## config.mk

```make
export PLATFORM = sky130hd
export DESIGN_NAME = csdma_ctrl
export DESIGN_NICKNAME = d
export VERILOG_FILES = /design/src/rtl/csdma_pkg.sv /design/src/rtl/csdma_regs.sv /design/src/rtl/csdma_fsm.sv /design/src/rtl/csdma_busmux.sv /design/src/rtl/csdma_ctrl.sv
export SDC_FILE = /design/constraint.sdc
export NUM_CORES = 1
export LEC_CHECK = 0
export BUFFER_PORTS_ARGS = -buffer_cell sky130_fd_sc_hd__buf_2
export CORE_MARGIN = 1.5
export CORE_UTILIZATION = 35
export DETAILED_ROUTE_END_ITERATION = 8
export REMOVE_ABC_BUFFERS = 1
export SYNTH_ARGS = -nofsm -noshare
export SYNTH_HDL_FRONTEND = slang
export SYNTH_HIERARCHICAL = 1
export SYNTH_SLANG_ARGS = --single-unit
export TNS_END_PERCENT = 1
```

## constraint.sdc

```tcl
create_clock -name clk -period 3.3 [get_ports clk]
set_input_delay 0.165 -clock clk [delete_from_list [all_inputs] [get_ports clk]]
set_output_delay 0.165 -clock clk [all_outputs]
set_load 0.05 [all_outputs]
```

## src/rtl/csdma_pkg.sv

```systemverilog
package csdma_pkg;

    typedef enum logic [2:0] {
        ST_IDLE,
        ST_REQUEST,
        ST_FIRST,
        ST_SECOND,
        ST_RELEASE
    } csdma_state_e;

    localparam int SEL_W = 3;

    localparam logic [SEL_W-1:0] SEL_CTRL   = 3'd0;
    localparam logic [SEL_W-1:0] SEL_DEV    = 3'd1;
    localparam logic [SEL_W-1:0] SEL_MEM    = 3'd2;
    localparam logic [SEL_W-1:0] SEL_COUNT  = 3'd3;
    localparam logic [SEL_W-1:0] SEL_STATUS = 3'd4;

    localparam int CTRL_DIR_BIT   = 0;
    localparam int CTRL_START_BIT = 1;
    localparam int STAT_BUSY_BIT  = 0;
    localparam int STAT_DONE_BIT  = 1;

endpackage

```

## src/rtl/csdma_regs.sv

```systemverilog
module csdma_regs
    import csdma_pkg::*;
#(
    parameter int AW = 16,
    parameter int DW = 16,
    parameter int CW = 16
) (
    input  logic             clk,
    input  logic             rst_n,
    input  logic             cfg_we,
    input  logic [SEL_W-1:0] cfg_sel,
    input  logic [DW-1:0]    cfg_wdata,
    output logic [DW-1:0]    cfg_rdata,
    input  logic             busy,
    input  logic             step,
    input  logic             set_done,
    output logic             start_go,
    output logic             dir,
    output logic [AW-1:0]    dev_addr,
    output logic [AW-1:0]    mem_addr,
    output logic             count_zero,
    output logic             done
);

    localparam logic [CW-1:0] CNT_ONE = CW'(1);
    localparam logic [AW-1:0] ADR_ONE = AW'(1);

    logic          dir_q;
    logic [AW-1:0] dev_q;
    logic [AW-1:0] mem_q;
    logic [CW-1:0] cnt_q;
    logic          done_q;
    logic          wr_ok;
    logic          clr_done;

    assign wr_ok    = cfg_we && !busy;
    assign start_go = wr_ok && (cfg_sel == SEL_CTRL) && cfg_wdata[CTRL_START_BIT];
    assign clr_done = wr_ok && (cfg_sel == SEL_STATUS) && cfg_wdata[STAT_DONE_BIT];

    always_ff @(posedge clk) begin
        if (!rst_n) begin
            dir_q <= 1'b0;
            dev_q <= '0;
        end else if (wr_ok) begin
            if (cfg_sel == SEL_CTRL) dir_q <= cfg_wdata[CTRL_DIR_BIT];
            if (cfg_sel == SEL_DEV)  dev_q <= AW'(cfg_wdata);
        end
    end

    always_ff @(posedge clk) begin
        if (!rst_n) begin
            mem_q <= '0;
            cnt_q <= '0;
        end else if (step) begin
            mem_q <= mem_q + ADR_ONE;
            cnt_q <= cnt_q - CNT_ONE;
        end else if (wr_ok) begin
            if (cfg_sel == SEL_MEM)   mem_q <= AW'(cfg_wdata);
            if (cfg_sel == SEL_COUNT) cnt_q <= CW'(cfg_wdata);
        end
    end

    always_ff @(posedge clk) begin
        if (!rst_n)        done_q <= 1'b0;
        else if (set_done) done_q <= 1'b1;
        else if (start_go || clr_done) done_q <= 1'b0;
    end

    always_comb begin
        cfg_rdata = '0;
        unique case (cfg_sel)
            SEL_CTRL:   cfg_rdata[CTRL_DIR_BIT] = dir_q;
            SEL_DEV:    cfg_rdata = DW'(dev_q);
            SEL_MEM:    cfg_rdata = DW'(mem_q);
            SEL_COUNT:  cfg_rdata = DW'(cnt_q);
            SEL_STATUS: begin
                cfg_rdata[STAT_BUSY_BIT] = busy;
                cfg_rdata[STAT_DONE_BIT] = done_q;
            end
            default:    cfg_rdata = '0;
        endcase
    end

    assign dir        = dir_q;
    assign dev_addr   = dev_q;
    assign mem_addr   = mem_q;
    assign count_zero = (cnt_q == '0);
    assign done       = done_q;

endmodule

```

## src/rtl/csdma_fsm.sv

```systemverilog
module csdma_fsm
    import csdma_pkg::*;
(
    input  logic clk,
    input  logic rst_n,
    input  logic start_go,
    input  logic count_zero,
    input  logic bus_grant,
    output logic busy,
    output logic bus_req,
    output logic rd_stb,
    output logic wr_stb,
    output logic second,
    output logic capture,
    output logic step,
    output logic set_done
);

    csdma_state_e state_q;
    csdma_state_e state_d;

    always_ff @(posedge clk) begin
        if (!rst_n) state_q <= ST_IDLE;
        else        state_q <= state_d;
    end

    always_comb begin
        state_d  = state_q;
        busy     = 1'b1;
        bus_req  = 1'b0;
        rd_stb   = 1'b0;
        wr_stb   = 1'b0;
        second   = 1'b0;
        capture  = 1'b0;
        step     = 1'b0;
        set_done = 1'b0;
        unique case (state_q)
            ST_IDLE: begin
                busy = 1'b0;
                if (start_go) begin
                    if (count_zero) set_done = 1'b1;
                    else            state_d  = ST_REQUEST;
                end
            end
            ST_REQUEST: begin
                bus_req = 1'b1;
                if (bus_grant) state_d = ST_FIRST;
            end
            ST_FIRST: begin
                bus_req = 1'b1;
                rd_stb  = bus_grant;
                capture = bus_grant;
                if (bus_grant) state_d = ST_SECOND;
            end
            ST_SECOND: begin
                bus_req = 1'b1;
                second  = 1'b1;
                wr_stb  = bus_grant;
                step    = bus_grant;
                if (bus_grant) state_d = ST_RELEASE;
            end
            ST_RELEASE: begin
                if (count_zero) begin
                    set_done = 1'b1;
                    state_d  = ST_IDLE;
                end else begin
                    state_d  = ST_REQUEST;
                end
            end
            default: state_d = ST_IDLE;
        endcase
    end

endmodule

```

## src/rtl/csdma_busmux.sv

```systemverilog
module csdma_busmux #(
    parameter int AW = 16,
    parameter int DW = 16
) (
    input  logic          clk,
    input  logic          rst_n,
    input  logic          dir,
    input  logic          second,
    input  logic          capture,
    input  logic [AW-1:0] dev_addr,
    input  logic [AW-1:0] mem_addr,
    input  logic [DW-1:0] bus_rdata,
    output logic [AW-1:0] bus_addr,
    output logic [DW-1:0] bus_wdata
);

    logic [DW-1:0] hold_q;
    logic          use_dev;

    always_ff @(posedge clk) begin
        if (!rst_n)       hold_q <= '0;
        else if (capture) hold_q <= bus_rdata;
    end

    // dir=1: peripheral is the source (first cycle), memory the sink
    assign use_dev   = dir ^ second;
    assign bus_addr  = use_dev ? dev_addr : mem_addr;
    assign bus_wdata = hold_q;

endmodule

```

## src/rtl/csdma_ctrl.sv

```systemverilog
module csdma_ctrl
    import csdma_pkg::*;
#(
    parameter int AW = 16,
    parameter int DW = 16,
    parameter int CW = 16
) (
    input  logic             clk,
    input  logic             rst_n,
    input  logic             cfg_we,
    input  logic [SEL_W-1:0] cfg_sel,
    input  logic [DW-1:0]    cfg_wdata,
    output logic [DW-1:0]    cfg_rdata,
    output logic             bus_req,
    input  logic             bus_grant,
    output logic [AW-1:0]    bus_addr,
    output logic [DW-1:0]    bus_wdata,
    input  logic [DW-1:0]    bus_rdata,
    output logic             bus_rd,
    output logic             bus_wr,
    output logic             irq
);

    logic          busy;
    logic          step;
    logic          set_done;
    logic          start_go;
    logic          dir;
    logic [AW-1:0] dev_addr;
    logic [AW-1:0] mem_addr;
    logic          count_zero;
    logic          second;
    logic          capture;

    csdma_regs #(.AW(AW), .DW(DW), .CW(CW)) u_regs (
        .clk        (clk),
        .rst_n      (rst_n),
        .cfg_we     (cfg_we),
        .cfg_sel    (cfg_sel),
        .cfg_wdata  (cfg_wdata),
        .cfg_rdata  (cfg_rdata),
        .busy       (busy),
        .step       (step),
        .set_done   (set_done),
        .start_go   (start_go),
        .dir        (dir),
        .dev_addr   (dev_addr),
        .mem_addr   (mem_addr),
        .count_zero (count_zero),
        .done       (irq)
    );

    csdma_fsm u_fsm (
        .clk        (clk),
        .rst_n      (rst_n),
        .start_go   (start_go),
        .count_zero (count_zero),
        .bus_grant  (bus_grant),
        .busy       (busy),
        .bus_req    (bus_req),
        .rd_stb     (bus_rd),
        .wr_stb     (bus_wr),
        .second     (second),
        .capture    (capture),
        .step       (step),
        .set_done   (set_done)
    );

    csdma_busmux #(.AW(AW), .DW(DW)) u_mux (
        .clk       (clk),
        .rst_n     (rst_n),
        .dir       (dir),
        .second    (second),
        .capture   (capture),
        .dev_addr  (dev_addr),
        .mem_addr  (mem_addr),
        .bus_rdata (bus_rdata),
        .bus_addr  (bus_addr),
        .bus_wdata (bus_wdata)
    );

endmodule

```

## Word level (Yosys, flattened, before mapping)

Cells that the tools add are included.

- Register bits after elaboration: 69

- Add/subtract/negate cells: 2
- Equality and inequality tests: 13
- Muxes and demuxes: 27
- Bitwise operators: 1
- Reductions and logical operators: 19

Operators with widths:

| kind | count |
|---|---|
| 16-bit 2-to-1 mux | 7 |
| 14-bit one-hot mux with 3 select lines | 1 |
| 16-bit by 1-bit adder with 16-bit output (second input constant) | 1 |
| 16-bit logical NOT | 1 |
| 16-bit by 1-bit subtractor with 16-bit output (second input constant) | 1 |
| 3-bit 2-to-1 mux | 5 |
| 3-bit one-hot mux with 5 select lines | 1 |
| 3-bit by 2-bit equality test with 1-bit output (second input constant) | 4 |
| 1-bit 2-to-1 mux | 10 |
| 2-bit != test (second input constant) | 5 |
| 2-bit AND reduction | 4 |
| 2-bit nonzero test | 4 |
| 3-bit by 1-bit equality test with 1-bit output (second input constant) | 2 |
| 3-bit equality test (second input constant) | 2 |
| 3-bit logical NOT | 2 |
| 1-bit logical AND | 5 |
| 1-bit one-hot mux with 5 select lines | 1 |
| 5-bit AND reduction | 1 |
| 1-bit one-hot mux with 4 select lines | 1 |
| 3-bit OR reduction | 1 |
| 1-bit one-hot mux with 2 select lines | 1 |
| 1-bit logical OR | 1 |
| 1-bit XOR | 1 |

## Logic depth before layout (Yosys ltp)

- Depth in word-level cells: 7
- Gate-level depth with buffers: 8

## Hierarchy

The synthesis kept the hierarchy.

Modules (own cells, without submodules):

| module | times used | cells an instance | area each (um2) | seq. area each (um2) |
|---|---|---|---|---|
| csdma_regs | 1 | 383 | 2974.1 | 1001.0 |
| csdma_busmux | 1 | 69 | 804.5 | 320.3 |
| csdma_fsm | 1 | 23 | 173.9 | 60.1 |

## Least setup slack after synthesis

OpenSTA, ideal clock, no wires.

- Kind: register to output
- Start point: register u_regs.done_q (netlist: u_regs/done)
- End point: output port cfg_rdata[1]
- Arrival: 1.949 ns
- Data required time: 3.135 ns
- Slack: 1.186 ns
- Stages on the path, launching flop included: 4
- Cells stage by stage: dfxtp_1 -> nand3b_1 -> o21a_1 -> o21ai_0

- Longest elaborated chain between the ends: 1

RTL lines:

| element | line | source |
|---|---|---|
| from (decl) | csdma_regs.sv:32 | `logic done_q;` |
| from (signal assigned) | csdma_regs.sv:64 | `if (!rst_n) done_q <= 1'b0;` |
| from (signal assigned) | csdma_regs.sv:65 | `else if (set_done) done_q <= 1'b1;` |
| from (signal assigned) | csdma_regs.sv:66 | `else if (start_go \|\| clr_done) done_q <= 1'b0;` |
| 1-bit one-hot mux with 4 select lines | csdma_regs.sv:71 | `unique case (cfg_sel)` |
| to (decl) | csdma_ctrl.sv:13 | `output logic [DW-1:0] cfg_rdata,` |

No other way between the ends.

## Worst setup path after layout

- Start point: register u_fsm.state_q[2]
- End point: register u_regs.dev_q[13] (netlist: u_regs/dev_addr[13])

- Longest elaborated chain between the ends: 3

RTL lines:

| element | line | source |
|---|---|---|
| from (decl) | csdma_fsm.sv:19 | `csdma_state_e state_q;` |
| from (signal assigned) | csdma_fsm.sv:24 | `else state_q <= state_d;` |
| 3-bit logical NOT | csdma_fsm.sv:37 | `unique case (state_q)` |
| 1-bit logical AND | csdma_regs.sv:36 | `assign wr_ok = cfg_we && !busy;` |
| 2-bit AND reduction (no line) | - |  |
| to (signal assigned) | csdma_regs.sv:46 | `if (cfg_sel == SEL_DEV) dev_q <= AW'(cfg_wdata);` |
| to (decl) | csdma_regs.sv:29 | `logic [AW-1:0] dev_q;` |

No other way between the ends.
A chain may end at the register's enable or synchronous reset.

==> results.tsv <==
stage	metric	value	unit
drt	DR pass1 iterations	4	
place	Final Wtd Congestion	0.870	
synth	async set-or-reset flop fraction in the synthesized netlist	0	
die	DIE HEIGHT	109	um
sta	period utilization	0.773	
synth	#FFs+latches synth	69	
clocking	Hold Buf Count CTS	0	
sta	min Tclk post-route	2.55	ns
global_route	initial antenna violation count	0	
power	internal power	1.53	mW
clocking	root buf cell	clkbuf_16	
global_route	first-pass GRT wire length	19.5	mm
drt	wire per inst	17.8	um
clocking	clk slew on worst S/H paths	0.06	ns
synth	sequential share of the synthesized area	0.349	
die	core area	10900	um2
synth	Synth cell types	62	
clocking	clock latency on the worst-skew pair	0.33	ns
drt	DR DRC count	0	
synth	synthesized area per cell	8.32	um2
power	clock network power share	0.475	
global_route	vias in the first global route	3723	
sta	fmax	392	MHz
sta	# setup viols final	0	
finish	final cell count without fillers	696	
place	Post-DP HPWL	8.59	mm
worst_setup_path	CP Capture Type	flop	
drt	1st-iter DRT viols	280	
worst_setup_path	CP Launch Type	flop	
clocking	Num Clock Sinks	69	
worst_setup_path	Crit Path Class	flop to flop	
clocking	H-tree depth	3	
sta	hold_ws	0.0909	ns
sta	Worst-Margin Slew	0.876	ns
clocking	CTS tree	done	
worst_hold_path	Hold WC Path Type	primary input to flop	
global_route	largest net degree at the start of global routing	46	
finish	commonest non-fill, non-tap cell in the layout	buf_2	
flow_run	Max Cap Viol	0	
power	Logic pwr share	0.104	
power	maximum VDD drop	0.196	mV
place	dpl cell area	4490	um2
power	Lkg Pwr	1.91	nW
die	Die W	109	um
sta	RSZ-0062 raised after global routing	false	
global_route	global route total overflow	0	
place	Placed Cells	680	
place	PortBufs	90	
clocking	Post-CTS Setup Inserts	0	
drt	Final Routed Wirelength	12.4	mm
finish	Layout Area Growth over Synthesis	21.2	%
power	part of the power in registers	0.421	
sta	Slew Limit Fails	0	
finish	Final nets	592	
sta	Hold Violations, Final	0	
sta	clk_skew	0.00727	ns
finish	commonest cells after routing, fill and taps aside	buf_2, dfxtp_1, nand2_1	
synth	area of the mapped netlist	3950	um2
power	sw frac	0.261	
drt	via count	3960	
die	site row count	38	
drt	post-DR vias/cell	5.69	
clocking	Num CTS Buffers	9	
synth	Synth Flop Type	dfxtp_1	
worst_setup_path	worst-path fanout max	16	
synth	EDFF count, synth	0	
outcome	run status	finished clean	
synth	Yosys warning count	6	
clocking	PostCTS Resize Cnt	0	
die	Ports	91	
power	Cell Pwr Density	431	nW/um2
global_route	GRT Overall Usage	0.214	
worst_setup_path	Req. time, crit path	3.48	ns
power	P_sw	0.538	mW
worst_setup_path	CP arrival	2.73	ns
synth	Gate Count Post-Synth	475	
die	Initial Util	0.361	
die	DIE AREA	11900	um2
clocking	clk buf depth	2	
sta	slew margin rel.	0.413	
finish	n_diodes	0	
finish	design area	4790	um2
finish	layout cell share with drive strength beyond 1	0.286	
drt	antenna-violating nets left	0	
==> synthesized netlist by cell type (4+ instances only) <==
library cell / n / area (um2)
a21oi_1: 46 / 230
a22oi_1: 19 / 143
a2bb2oi_1: 8 / 70.1
a31oi_1: 4 / 25.0
and2_1: 6 / 37.5
and3_1: 6 / 37.5
buf_2: 7 / 35.0
clkbuf_1: 19 / 71.3
dfxtp_1: 69 / 1380
inv_1: 8 / 30.0
mux2_2: 31 / 349
mux2i_1: 19 / 190
nand2_1: 60 / 225
nand3_1: 25 / 125
nand4_1: 5 / 31.3
nor2_1: 33 / 124
nor2b_1: 19 / 119
nor3_1: 8 / 40.0
o211ai_1: 12 / 90.1
o21ai_0: 9 / 45.0
==> power groups by stage <==
| stage | Combinational (mW) | Sequential [mW] | Clock (mW) |
|---|---|---|---|
| 6_report | 0.214 | 0.868 | 0.981 |
| 5_1_grt | 0.231 | 0.871 | 1.02 |
| 4_1_cts | 0.213 | 0.868 | 0.999 |
| 3_5_place_dp | 0.212 | 0.886 | 0 |
| 3_3_place_gp | 0.209 | 0.886 | 0 |
| 2_1_floorplan | 0.120 | 0.882 | 0 |
==> routing by layer <==
metal	share of wire	vias up	GRT usage	wire length, um
met5	0	-	0	0
met1	0.47	1899	0.287	5880
met4	0.014	0	0.0622	172
li1	-	1890	-	-
met2	0.45	155	0.352	5570
met3	0.064	16	0.0371	790
==> layout make-up <==
class	count	area [um2]
Multi-Input combinational cell	365	2390
Timing Repair Buffer	97	503
Tap cell	140	175
Sequential cell	69	1380
Inverter	9	33.8
Clock inverter	6	62.6
Fill cell	1084	6150
Clock buffer	10	239
==> worst paths after layout <==
check	slack [ns]	start	endpoint	depth (start not counted)
setup / recovery	0.75	u_fsm/state_q[2]	u_regs/dev_addr[13]	5
setup reg to reg	0.75	u_fsm/state_q[2]	u_regs/dev_addr[13]	5
hold / removal	0.09	bus_rdata[12]	u_mux/bus_wdata[12]	3
hold reg to reg	0.47	u_regs/dev_addr[8]	u_regs/dev_addr[8]	2
==> registers in the layout, indices dropped and copies added (netlist names) <==
| signal | cells |
|---|---|
| u_regs/done | 1 |
| u_regs/dev_addr | 16 |
| u_fsm/state_q | 3 |
| u_mux/bus_wdata | 16 |
| u_regs/mem_addr | 16 |
| u_regs/cnt_q | 16 |
| u_regs/dir | 1 |
==> stage by stage <==
step / power (mW) / setup WS [ns] / TNS (ns) / util
5_1_grt: 2.12 / 0.568 / 0 / 0.438
3_5_place_dp: 1.10 / 0.791 / 0 / 0.410
2_1_floorplan: 1.00 / -0.270 / -4.47 / -
3_3_place_gp: 1.09 / 0.850 / 0 / 0.410
4_1_cts: 2.08 / 0.767 / 0 / 0.438
6_report: 2.06 / 0.750 / 0 / 0.438
==> critical path: stages, from the launching register on <==
cell	delay, ns
dfxtp_1	0.36
or3_2	0.55
nor3b_2	0.51
nand2_1	0.63
nand2_1	0.25
a21oi_1	0.09
==> cell families after synthesis <==
group / share of synthesized area
and+or+nand+nor: 0.254
AOI/OAI and AO/OA: 0.199
DFF: 0.349
muxes: 0.136
buffers and inverters: 0.0459
xor gates and xnor gates: 0.00855
adders and majority gates: 0.00633
Note: power is estimated with default switching activity, not from simulation.
